File: config.mk
export PLATFORM = sky130hd
export DESIGN_NAME = sdac_chain_if
export DESIGN_NICKNAME = d
export VERILOG_FILES = /design/src/rtl/sdac_chain_if.sv
export SDC_FILE = /design/constraint.sdc
export NUM_CORES = 1
export LEC_CHECK = 0
export BUFFER_PORTS_ARGS = -buffer_cell sky130_fd_sc_hd__clkbuf_2
export CAP_MARGIN = 20
export CORE_UTILIZATION = 54
export CTS_BUF_LIST = sky130_fd_sc_hd__clkbuf_4 sky130_fd_sc_hd__clkbuf_8 sky130_fd_sc_hd__clkbuf_16
export CTS_CLUSTER_DIAMETER = 200
export DETAILED_ROUTE_END_ITERATION = 10
export GPL_ROUTABILITY_DRIVEN = 0
export PLACE_DENSITY = 0.75
export SLEW_MARGIN = 20
export SYNTH_ARGS = -nofsm -noshare
export SYNTH_HDL_FRONTEND = slang
export SYNTH_SLANG_ARGS = --single-unit
File: constraint.sdc
create_clock -name clk -period 2.2 [get_ports clk]
set_input_delay 0.33 -clock clk [delete_from_list [all_inputs] [get_ports clk]]
set_output_delay 0.33 -clock clk [all_outputs]
set_load 0.005 [all_outputs]
File: src/rtl/sdac_chain_if.sv
module sdac_chain_if #(
  parameter int WORD_W = 16,
  parameter int CODE_W = 12
) (
  input  logic              clk,
  input  logic              rst_n,
  input  logic              sclk_i,
  input  logic              frame_n_i,
  input  logic              sdata_i,
  input  logic              load_n_i,
  input  logic              clr_n_i,
  input  logic              fmt_twos_i,
  input  logic              chain_en_i,
  output logic              sdata_o,
  output logic [CODE_W-1:0] code_o
);
  localparam int CNT_W = $clog2(WORD_W + 1);
  localparam logic [CNT_W-1:0] LAST = CNT_W'(WORD_W - 1);
  localparam logic [CNT_W-1:0] FULL = CNT_W'(WORD_W);
  localparam logic [4:0] IDLE = 5'b11110;

  logic [4:0] s1, s2, s3;
  logic [WORD_W-1:0] sreg;
  logic [CNT_W-1:0] cnt;

  always_ff @(posedge clk or negedge rst_n)
    if (!rst_n) begin
      s1 <= IDLE; s2 <= IDLE; s3 <= IDLE;
    end else begin
      s1 <= {sclk_i, frame_n_i, load_n_i, clr_n_i, sdata_i};
      s2 <= s1;
      s3 <= s2;
    end

  logic sclk_fall, frame_fall, framed, load_fall, load_low, clr_low, shift, auto_ld;
  logic [CODE_W-1:0] mask;
  logic [WORD_W-1:0] sreg_nx;

  assign sclk_fall  = s3[4] & ~s2[4];
  assign frame_fall = s3[3] & ~s2[3];
  assign framed     = ~s2[3];
  assign load_fall  = s3[2] & ~s2[2];
  assign load_low   = ~s2[2];
  assign clr_low    = ~s2[1];
  assign shift      = sclk_fall & framed;
  assign sreg_nx    = {sreg[WORD_W-2:0], s2[0]};
  assign auto_ld    = shift & load_low & (cnt == LAST);
  assign mask       = {fmt_twos_i, {(CODE_W-1){1'b0}}};

  always_ff @(posedge clk or negedge rst_n)
    if (!rst_n) sreg <= '0;
    else if (shift) sreg <= sreg_nx;

  always_ff @(posedge clk or negedge rst_n)
    if (!rst_n) cnt <= '0;
    else if (frame_fall) cnt <= '0;
    else if (shift && cnt != FULL) cnt <= cnt + 1'b1;

  always_ff @(posedge clk or negedge rst_n)
    if (!rst_n) code_o <= '0;
    else if (clr_low) code_o <= mask;
    else if (auto_ld) code_o <= sreg_nx[CODE_W-1:0] ^ mask;
    else if (load_fall) code_o <= sreg[CODE_W-1:0] ^ mask;

  assign sdata_o = chain_en_i & sreg[WORD_W-1];
endmodule

==> results.tsv <==
metric	value	unit
cts_max_level	2	
initial_utilization	0.5669	
max-cap-violations	0	
synth-seq-area-share	0.6157	
path_cells	ha_1 -> and3_1 -> ha_1 -> nand3b_2 -> mux2_1 -> a32oi_1	
dr.first_iter.drc_count	31	
relSlewSlack	0.6373	
drt_first_pass_iters	4	
finalClockSkew	0.01156	ns
synthCells	138	
port_buffers	21	
num_vias	1157	
diodes	0	
layout-drive-gt1-share	0.3855	
die_area	3744	sq um
core_area	3337	sq um
vdd_drop_max	522.9	uV
clkPwrFrac	0.333	
seqPwrFrac	0.553	
arrival	2.16	ns
cts_sinks	46	
synth_nets	150	
p_leak	1.211	nW
worst_hold_slack	0.02938	ns
grt_pass1_wl	4933	um
syn_area	1892	sq um
async_flop_share	1.000	
p_sw	0.4360	mW
dp_hpwl	2011	um
clkLatencyLatePin	0.35	ns
cp_common_cell	ha_1	
mostFrequentLayoutCell	dfrtp_1	
drcViolationCount	0	
crit_path_start_kind	register	
status	completed	
clk_pin_slew	0.13	ns
ctsResizeCount	0	
multi_input_area	680.7	sq um
syn_to_final_growth	15.21	%
critPathRequiredTime	2.48	ns
min_period_over_period	0.8522	
clock_path_buffers	2	
tightest_slew	0.5440	ns
ff_latch_area	1165	sq um
nets	177	
final.min_clock_period	1.875	ns
io_pins	22	
crit_fanout	13	
wl	2917	um
hold_buffers	0	
slowest_stage	dfrtp_1	
end_kind	register	
nFillCells	274	
grt_start_max_net_pins	47	
switching_share	0.2288	
syn_area_per_cell	13.71	sq um
internal-power	1.469	mW
synth-edff-count	0	
num_rows	21	
hold_viol	0	
ys_types	31	
utilization	0.6532	
ys_warn_count	0	
ff2ff_path_depth	6	
final_cell_mix	dfrtp_1 (35), clkbuf_2 (21), mux2_2 (15)	
root_buffer	clkbuf_4	
cts_buffers	5	
synth_ff_type	dfrtp_1	
rsz0062_at_grt	false	
critical_path.max_stage_delay	0.44	ns
slew_violations	0	
grt_pass1_vias	1123	
avgRoutedWirePerCell	13.76	um
critical_path_class	register to register	
fmax	533.4	MHz
setup_viol	0	
min_path_type	primary input to async pin	
postCtsSetupBuffers	0	
cts_tree	done	
fp.dieH	61.19	um
track_usage	0.1882	
die_w	61.19	um
gr-total-overflow	0	
routed_via_density	5.458	
power_frac_comb	0.114	
ys_ff_latch	46	
antenna_found_initial	0	
finalSetupTns	0	ns
ant_nets	0	
p_per_area	874.1	nW/um^2
[power groups by stage]
stage	clock [mW]	combinational, mW	sequential [mW]
2_1_floorplan	0	0.154	1.04
3_3_place_gp	0	0.208	1.06
3_5_place_dp	0	0.220	1.07
4_1_cts	0.656	0.221	1.05
5_1_grt	0.689	0.248	1.07
6_report	0.634	0.216	1.05
[state kept, by name, indices dropped and copies added, names as in the netlist]
| register | count |
|---|---|
| cnt | 5 |
| code_o | 12 |
| s1 | 5 |
| s2 | 5 |
| s3 | 3 |
| sreg | 16 |
[path summary, 6_finish.rpt]
kind	startpoint	to	slack, ns
worst min register to register	s1[0]	s2[0]	0.36
max in group asynchronous	rst_n	s3[3]	1.78
min in group clk	clr_n_i	s1[1]	0.05
worst max register to register	cnt[0]	code_o[11]	0.33
worst min-delay path	rst_n	sreg[13]	0.03
worst max-delay path	cnt[0]	code_o[11]	0.33
[metrics by stage]
stage | setup WS, ns | std cells | instance area [sq um] | power [mW]
6_report | 0.3251 | 212 | 2180 | 1.905
5_1_grt | 0.1729 | 212 | 2180 | 2.008
4_1_cts | 0.3137 | 212 | 2180 | 1.930
3_5_place_dp | 0.3400 | 204 | 2068 | 1.289
3_3_place_gp | 0.4069 | 204 | 2068 | 1.269
2_1_floorplan | 0.5313 | 138 | 1892 | 1.195
[cell usage after synthesis (2+ instances only)]
cell	count	area [sq um]
dfrtp_1	35	875.8
o211a_1	11	110.1
mux2i_1	12	120.1
dfstp_2	11	289.0
nor2_1	6	22.52
nand2_1	13	48.80
xnor2_1	2	17.52
buf_2	4	20.02
clkbuf_1	3	11.26
ha_1	3	37.54
inv_1	4	15.01
mux2_2	15	168.9
[layer usage]
| layer | share of wire | vias to the layer above | track usage |
|---|---|---|---|
| met1 | 0.43 | 593 | 0.2033 |
| met4 | 0.015 | 0 | 0.06818 |
| li1 | - | 535 | - |
| met3 | 0.039 | 6 | 0.06933 |
| met2 | 0.52 | 23 | 0.3370 |
| met5 | 0 | - | 0 |
[worst max-delay path, delay by kind of cell, from the launching register on]
family	cells	cell delay, ns
fa+ha+maj	2	0.42
simple gates	2	0.41
compound gates	1	0.18
flops	1	0.44
mux	1	0.35
[layout make-up]
class	count	share of cell area
multi-input cells	81	0.3123
clock inverters	2	0.02755
well taps	46	0.02641
flip-flops and latches	46	0.5344
clock buffers	6	0.02354
repair buffers	27	0.06889
inverters	4	0.006889
[kinds of logic after synthesis]
group / synth area share
buffers and inverters: 0.02447
xor gates and xnor gates: 0.01389
and+or+nand+nor: 0.07740
DFF: 0.6157
muxes: 0.1587
AOI/OAI and AO/OA: 0.08995
adders and majority gates: 0.01984
Power figures use the tool's default switching activity.
